File: src/rtl/txg_pkg.sv
package txg_pkg;

    typedef struct packed {
        logic       fast;
        logic [1:0] power;
    } drv_level_t;

    localparam drv_level_t LEVEL_RESET = '{fast: 1'b0, power: 2'b11};

    typedef struct packed {
        logic prev;
    } edge_state_t;

    function automatic logic gate_open(input logic shdn, input logic en, input logic blk);
        return !shdn && en && !blk;
    endfunction

endpackage

File: src/rtl/txg_edge.sv
module txg_edge (
    input  logic clk,
    input  logic rst_n,
    input  logic tx_i,
    output logic rise_o
);
    import txg_pkg::*;

    edge_state_t st_d, st_q;

    always_comb begin
        st_d      = st_q;
        st_d.prev = tx_i;
    end

    // previous value resets high so a line held high through reset is no edge
    always_ff @(posedge clk or negedge rst_n) begin
        if (!rst_n) st_q <= '{prev: 1'b1};
        else        st_q <= st_d;
    end

    assign rise_o = tx_i && !st_q.prev;

endmodule

File: src/rtl/txg_guard.sv
module txg_guard #(
    parameter int LIMIT = 16
) (
    input  logic clk,
    input  logic rst_n,
    input  logic tx_i,
    input  logic rise_i,
    input  logic open_i,
    output logic on_o
);
    localparam int CNT_W = $clog2(LIMIT + 1);
    localparam logic [CNT_W-1:0] LIMIT_C = CNT_W'(LIMIT);

    typedef struct packed {
        logic             on;
        logic [CNT_W-1:0] cnt;
    } guard_state_t;

    guard_state_t st_d, st_q;

    always_comb begin
        st_d = st_q;
        if (!open_i || !tx_i) begin
            st_d.on  = 1'b0;
            st_d.cnt = '0;
        end else if (rise_i) begin
            st_d.on  = 1'b1;
            st_d.cnt = CNT_W'(1);
        end else if (st_q.on) begin
            if (st_q.cnt >= LIMIT_C) begin
                st_d.on  = 1'b0;
                st_d.cnt = '0;
            end else begin
                st_d.cnt = st_q.cnt + CNT_W'(1);
            end
        end
    end

    always_ff @(posedge clk or negedge rst_n) begin
        if (!rst_n) st_q <= '{on: 1'b0, cnt: '0};
        else        st_q <= st_d;
    end

    assign on_o = st_q.on;


    cnt_in_window_chk: assert property (@(posedge clk) disable iff (!rst_n)
        st_q.on |-> (st_q.cnt != '0 && st_q.cnt <= LIMIT_C));


    start_on_edge_chk: assert property (@(posedge clk) disable iff (!rst_n)
        $rose(st_q.on) |-> $past(rise_i));


    closed_gate_clears_chk: assert property (@(posedge clk) disable iff (!rst_n)
        !open_i |=> !st_q.on);

endmodule

File: src/rtl/txg_rxmux.sv
module txg_rxmux (
    input  logic clk,
    input  logic rst_n,
    input  logic shdn_i,
    input  logic led_i,
    input  logic rx_pulse_n_i,
    output logic rx_n_o
);
    logic merged_n;

    always_comb begin
        merged_n = rx_pulse_n_i && !led_i;
        rx_n_o   = shdn_i ? 1'b1 : merged_n;
    end


    echo_pulls_low_chk: assert property (@(posedge clk) disable iff (!rst_n)
        (!shdn_i && led_i) |-> !rx_n_o);

endmodule

File: src/rtl/tx_led_gate.sv
module tx_led_gate #(
    parameter int CLK_MHZ  = 200,
    parameter int GUARD_NS = 16000
) (
    input  logic       clk,
    input  logic       rst_n,
    input  logic       tx_data,
    input  logic       shutdown,
    input  logic       tx_enable,
    input  logic       led_block,
    input  logic       rx_pulse_n,
    input  logic       mode_fast,
    input  logic [1:0] power_code,
    output logic       led_on,
    output logic       rx_out_n,
    output logic       drv_fast,
    output logic [1:0] drv_power
);
    import txg_pkg::*;

    localparam int TIMEOUT_CYC = (CLK_MHZ * GUARD_NS) / 1000;

    logic       rise_w;
    logic       pulse_w;
    logic       open_w;
    drv_level_t lvl_d, lvl_q;

    assign open_w = gate_open(shutdown, tx_enable, led_block);

    txg_edge u_edge (
        .clk    (clk),
        .rst_n  (rst_n),
        .tx_i   (tx_data),
        .rise_o (rise_w)
    );

    txg_guard #(.LIMIT(TIMEOUT_CYC)) u_guard (
        .clk    (clk),
        .rst_n  (rst_n),
        .tx_i   (tx_data),
        .rise_i (rise_w),
        .open_i (open_w),
        .on_o   (pulse_w)
    );

    assign led_on = pulse_w && open_w && tx_data;

    txg_rxmux u_rx (
        .clk          (clk),
        .rst_n        (rst_n),
        .shdn_i       (shutdown),
        .led_i        (led_on),
        .rx_pulse_n_i (rx_pulse_n),
        .rx_n_o       (rx_out_n)
    );

    // driver level is captured only while no pulse is active
    always_comb begin
        lvl_d = lvl_q;
        if (!pulse_w) begin
            lvl_d.fast  = mode_fast;
            lvl_d.power = power_code;
        end
    end

    always_ff @(posedge clk or negedge rst_n) begin
        if (!rst_n) lvl_q <= LEVEL_RESET;
        else        lvl_q <= lvl_d;
    end

    assign drv_fast  = lvl_q.fast;
    assign drv_power = lvl_q.power;


    shutdown_dark_chk: assert property (@(posedge clk) disable iff (!rst_n)
        shutdown |-> (!led_on && rx_out_n));


    level_frozen_chk: assert property (@(posedge clk) disable iff (!rst_n)
        (pulse_w && $past(pulse_w)) |-> $stable(lvl_q));

endmodule

File: config.mk
export PLATFORM = sky130hd
export DESIGN_NAME = tx_led_gate
export DESIGN_NICKNAME = d
export VERILOG_FILES = /design/src/rtl/txg_pkg.sv /design/src/rtl/txg_edge.sv /design/src/rtl/txg_guard.sv /design/src/rtl/txg_rxmux.sv /design/src/rtl/tx_led_gate.sv
export SDC_FILE = /design/constraint.sdc
export NUM_CORES = 1
export LEC_CHECK = 0
export ABC_AREA = 0
export BUFFER_PORTS_ARGS = -buffer_cell sky130_fd_sc_hd__buf_4
export CELL_PAD_IN_SITES_DETAIL_PLACEMENT = 1
export CELL_PAD_IN_SITES_GLOBAL_PLACEMENT = 1
export CORE_ASPECT_RATIO = 0.75
export CORE_MARGIN = 2
export CORE_UTILIZATION = 40
export CTS_BUF_LIST = sky130_fd_sc_hd__clkbuf_2 sky130_fd_sc_hd__clkbuf_4 sky130_fd_sc_hd__clkbuf_8
export CTS_CLUSTER_SIZE = 20
export DETAILED_ROUTE_END_ITERATION = 12
export HOLD_SLACK_MARGIN = 0.06
export PLACE_DENSITY = 0.84
export SLEW_MARGIN = 15
export SYNTH_ARGS = -nofsm -noshare
export SYNTH_HDL_FRONTEND = slang
export SYNTH_SLANG_ARGS = --single-unit
File: constraint.sdc
create_clock -name clk -period 1.6 [get_ports clk]
set_clock_uncertainty 0.2 [all_clocks]
set_input_delay 0.08 -clock clk [delete_from_list [all_inputs] [get_ports clk]]
set_output_delay 0.08 -clock clk [all_outputs]
set_load 0.01 [all_outputs]
==> Yosys cells after proc, flatten, opt, wreduce, memory -nomap -nowiden <==
Index checks and enable logic that the tools add are counted.
{ "word_totals": {"ff_bits": 17, "input_bits": 10, "wordCells": 27} }
{ "op_classes": {"addsub": 1, "n_lt_le_gt_ge": 1, "n_mux": 6, "n_reduce_logical": 14} }
{ "ops": {"columns": ["operator", "n"], "rows": [
  ["13-bit 2-to-1 mux", 3],
  ["12-bit by 1-bit adder with 12-bit output, second input constant", 1],
  ["12-bit >= comparator, second input constant", 1],
  ["12-bit 2-to-1 mux", 1],
  ["1-bit logical AND", 6],
  ["1-bit logical NOT", 6],
  ["3-bit nonzero test", 1],
  ["1-bit 2-to-1 mux", 2],
  ["1-bit logical OR", 1]
]} }

==> Longest topological paths before layout <==
{ "logic_depth": {"depth_word": 8, "depth_mapped": 6, "ltp_nobuf": 5} }

==> Cells and area by module <==
A second synthesis with hierarchy kept.
{ "hier_totals": {"cells_unflattened": 82, "area_unflattened_um2": 922.1} }
{ "modules_own_cells": {"columns": ["module", "n_inst", "cells_each", "area_each_um2"], "rows": [
  ["txg_guard", 1, 70, 740.7],
  ["tx_led_gate", 1, 8, 130.1],
  ["txg_edge", 1, 2, 40.0],
  ["txg_rxmux", 1, 2, 11.3]
]} }

==> Worst setup path after synthesis <==
No wires, ideal clock.
{ "synth_path": {"path_kind": "register to register", "start": "register u_guard.st_q[0] (netlist name)", "end": "register u_guard.st_q[10] (netlist name)", "t_arrival_ns": 1.388, "setup_slack_ns": -0.057, "path_stages_with_launch": 7, "n_path_buf": 1, "synth_period_minus_slack_ns": 1.657, "path_cell_list": "dfrtp_1 ha_1 and3_1 clkbuf_1 nand3_1 or3_1 nand3_1"} }
{ "synth_via": {"elab_chain_cells": 5, "elab_cells_between_ends": 6} }
{ "synth_lines": {"columns": ["item", "line_no", "text"], "rows": [
  ["from (decl)", "txg_guard.sv:19", "guard_state_t st_d, st_q;"],
  ["from (signal assigned)", "txg_guard.sv:40", "if (!rst_n) st_q <= '{on: 1'b0, cnt: '0};"],
  ["from (signal assigned)", "txg_guard.sv:41", "else st_q <= st_d;"],
  ["12-bit by 1-bit adder with 12-bit output / 12-bit >= comparator (equally long branches)", "txg_guard.sv:34, txg_guard.sv:30", null],
  ["12-bit 2-to-1 mux *", "txg_guard.sv:30", "if (st_q.cnt >= LIMIT_C) begin"],
  ["13-bit 2-to-1 mux *", "txg_guard.sv:29", "end else if (st_q.on) begin"],
  ["13-bit 2-to-1 mux *", "txg_guard.sv:26", "end else if (rise_i) begin"],
  ["13-bit 2-to-1 mux *", "txg_guard.sv:23", "if (!open_i || !tx_i) begin"]
]} }
Every way passes the cells marked *; elsewhere a longest branch is shown, timed or not. The select of a mux whose other input is x is not followed.
A chain may end at the register's enable or synchronous reset.

==> Worst setup path after layout <==
{ "layout_path": {"start": "register u_guard.st_q[8] (netlist name)", "end": "register u_guard.st_q[9] (netlist name)"} }
The elaborated chain is that of the path after synthesis.

==> flow_metrics.env <==
export IMPL_routed_wl_um=2997
export IMPL_grt_usage=0.2448
export IMPL_viasPerCell=6.054
export IMPL_worstSkewPairLatency_ns=0.30
export IMPL_die_h_um=45.16
export IMPL_core_area_mm2=0.002067
export IMPL_route_vias_total=896
export IMPL_grt_antenna_before_repair=0
export IMPL_yosysSeqAreaShare=0.4751
export IMPL_wl_per_cell_um=20.25
export IMPL_utilization=0.6253
export IMPL_required_ns=1.61
export IMPL_ir_worst_vdd_mv=0.3492
export IMPL_rows=14
export IMPL_failed_checks="DRC, setup timing"
export IMPL_crit_type="reg2reg"
export IMPL_seq_power_share=0.580
export IMPL_path_max_fanout=5
export IMPL_fillCellCount=231
export IMPL_p_sw_frac=0.2256
export IMPL_synth_ff_type="dfrtp_1"
export IMPL_clock_fmax_mhz=573.1
export IMPL_crit_arrival_ns=1.76
export IMPL_synthArstFlopShare=1.000
export IMPL_fin_nets=137
export IMPL_first_pass_iters=8
export IMPL_power_share_clock=0.331
export IMPL_ys_seq_elements=17
export IMPL_cts_tree="built"
export IMPL_end_kind="flip-flop"
export IMPL_die_w_um=58.88
export IMPL_slew_violations=0
export IMPL_avgSynthCellArea_um2=10.38
export IMPL_globalplace_congestion=0.8326
export IMPL_fin_crit_sh=1.091
export IMPL_path_delay_family="compound AO/OA/AOI/OAI gates"
export IMPL_fin_crit_ns=1.745
export IMPL_setup_viol=9
export IMPL_syn_nets=99
export IMPL_syn2layout_area_growth_pct=43.07
export IMPL_status="finished, violations left"
export IMPL_drt_initial_drc_count=12
export IMPL_max_clock_path_buffers=2
export IMPL_postSynthCellCount=87
export IMPL_path_cells="o311ai_4, and4_4, o21ai_0, a31oi_1"
export IMPL_synth_cell_area_um2=903.4
export IMPL_dp_cells=133
export IMPL_hp_class="in2async"
export IMPL_timing_slew_headroom=0.5374
export IMPL_grt_overflow_total=0
export IMPL_cp_slowest_cell="dfrtp_1"
export IMPL_p_switching_mw=0.1727
export IMPL_grt_pass1_wl_um=4609
export IMPL_drive_gt1_frac=0.4194
export IMPL_synthDistinctLibCells=33
export IMPL_worstMarginPinSlew_ns=0.6939
export IMPL_synth_edff_count=0
export IMPL_intPower_mw=0.5930
export IMPL_path_buf_inv=0
export IMPL_rsz0062_at_grt="yes"
export IMPL_portBuffers=14
export IMPL_p_comb_frac=0.089
export IMPL_initial_utilization=0.4370
export IMPL_clkTransAtPathRegs_ns=0.10
export IMPL_stdcell_count=148
export IMPL_total_power_mw=0.7657
export IMPL_cts_root_buf="clkbuf_4"
export IMPL_cts_sinks=17
export IMPL_antenna_cells=0
export IMPL_grt_max_degree=15
export IMPL_hpwlAfterDp_um=1828
export IMPL_htreeDepth=1
export IMPL_route_detailed_drc=1
export IMPL_p_leak_nw=0.6299
export IMPL_setup_ws_ns=-0.1449
export IMPL_cp_start_kind="flip-flop"
export IMPL_ant_nets=0
export IMPL_dieArea_mm2=0.002659
export IMPL_ioPinCount=15
export IMPL_synth_warnings=0
export IMPL_power_density_mw_per_mm2=592.4
export IMPL_grt_pass1_vias=872
export IMPL_max_cap_violations=0
export IMPL_pre_cts_ws_ns=-0.1461
export IMPL_numCtsBuffers=3
export IMPL_max_stage_delay_ns=0.44
export IMPL_hold_viol=0
-- metrics by stage --
step / hold WS, ns / area [um^2] / setup TNS (ns)
floorplan: -0.4156 / 904.6 / -0.07339
global placement: -0.2421 / 1101 / -0.01482
detailed placement: -0.2387 / 1101 / -0.4497
CTS: 0.06880 / 1232 / -0.9404
global route: 0.08452 / 1292 / -1.947
finish: 0.08392 / 1292 / -1.095
-- flip-flops by register name, summed over array words and instances (netlist names) --
register and count:
u_guard.st_q 12, drv_power 2, drv_fast 1, u_edge.st_q 1, u_guard.on_o 1
-- repair_timing --
item                       in CTS  in global routing
setup endpoints to repair       9                 27
resized for setup               3                 13
pin swaps                       5                  2
hold buffers                    6                  0
setup buffers                   3                  1
gates cloned                    1                  0
hold endpoints to repair       22                  0
-- routing by layer --
metal  part of all wire  track usage
met5                  0            0
met4              0.014      0.07727
met2               0.50       0.4067
met1               0.42       0.3154
met3              0.065      0.06304
-- power groups by stage --
stage                     clock [mW]  sequential (mW)  combinational [mW]
after CTS                      0.260            0.444              0.0663
after floorplan                    0            0.453              0.0137
final                          0.253            0.444              0.0683
after global routing           0.273            0.445              0.0744
after global placement             0            0.451              0.0526
after detailed placement           0            0.452              0.0543
-- cell usage after synthesis, drive strengths merged (2+ instances only) --
cell     n  area [um^2]
a41oi    3        26.28
and3     3        18.77
a21o     3        22.52
ha       2        25.02
nand2    9        33.78
buf      2        16.26
dfstp    3        78.83
a21oi    5        25.02
nor2     2        7.510
nand2b   3        18.77
nand4    2        18.77
dfrtp   14        350.3
nand3    6        30.03
o21ai    5        25.02
inv      3        11.26
mux2     3        33.78
a31oi    4        25.02
nor2b    3        18.77
-- area by class of cell --
class	instances	area [um^2]	share of cell area
multi-input cells	65	491.7	0.3804
flip-flops and latches	17	430.4	0.3330
repair buffers	35	299.0	0.2314
clock buffers	4	30.03	0.02323
well taps	24	30.03	0.02323
inverters	3	11.26	0.008712
-- worst reg2reg max path: stages, from the launching register on --
cell and delay, ns:
dfrtp_1 0.44, o311ai_4 0.35, and4_4 0.35, o21ai_0 0.15
a31oi_1 0.18
-- path summary, 6_finish.rpt --
kind / start / endpoint / slack (ns) / depth (start not counted)
max: u_guard.st_q[8] / u_guard.st_q[9] / -0.14 / 4
min: rst_n / drv_power[1] / 0.08 / 2
max reg2reg: u_guard.st_q[8] / u_guard.st_q[9] / -0.14 / 4
min reg2reg: u_guard.st_q[6] / u_guard.st_q[6] / 0.32 / 1
max in group asynchronous: rst_n / u_guard.on_o / 0.35 / 3
min in group clk: shutdown / u_guard.on_o / 0.16 / 3
-- cell usage in the layout, fill, tap and decap left out, types with 2 or more instances in the layout --
cell type	netlist	layout
a41oi_1	3	2
nor2_1	2	2
o21ai_1	4	3
ha_1	2	2
dlygate4sd3_1	0	5
dfrtp_1	14	13
a21o_1	3	3
nand3_1	6	6
nor2b_1	3	2
nand2b_1	3	2
and3_1	3	3
buf_4	0	24
clkbuf_4	0	4
nand2_1	9	7
buf_6	1	5
inv_1	3	3
a21oi_1	5	3
a31oi_1	4	4
mux2_2	3	3
dfstp_2	3	3
a21oi_2	0	2
-- kinds of logic (layout without fill, tap and decap cells) --
logic type / Yosys count / after routing / share of synthesized area
muxes: 3 / 3 / 0.03739
adders and majority gates: 2 / 2 / 0.02770
DFF: 17 / 17 / 0.4751
AOI/OAI and AO/OA: 23 / 23 / 0.1870
and+or+nand+nor: 35 / 36 / 0.2286
buffers and inverters: 6 / 42 / 0.03461
xor gates and xnor gates: 1 / 1 / 0.009697
Note: power is estimated with default switching activity, not from simulation.
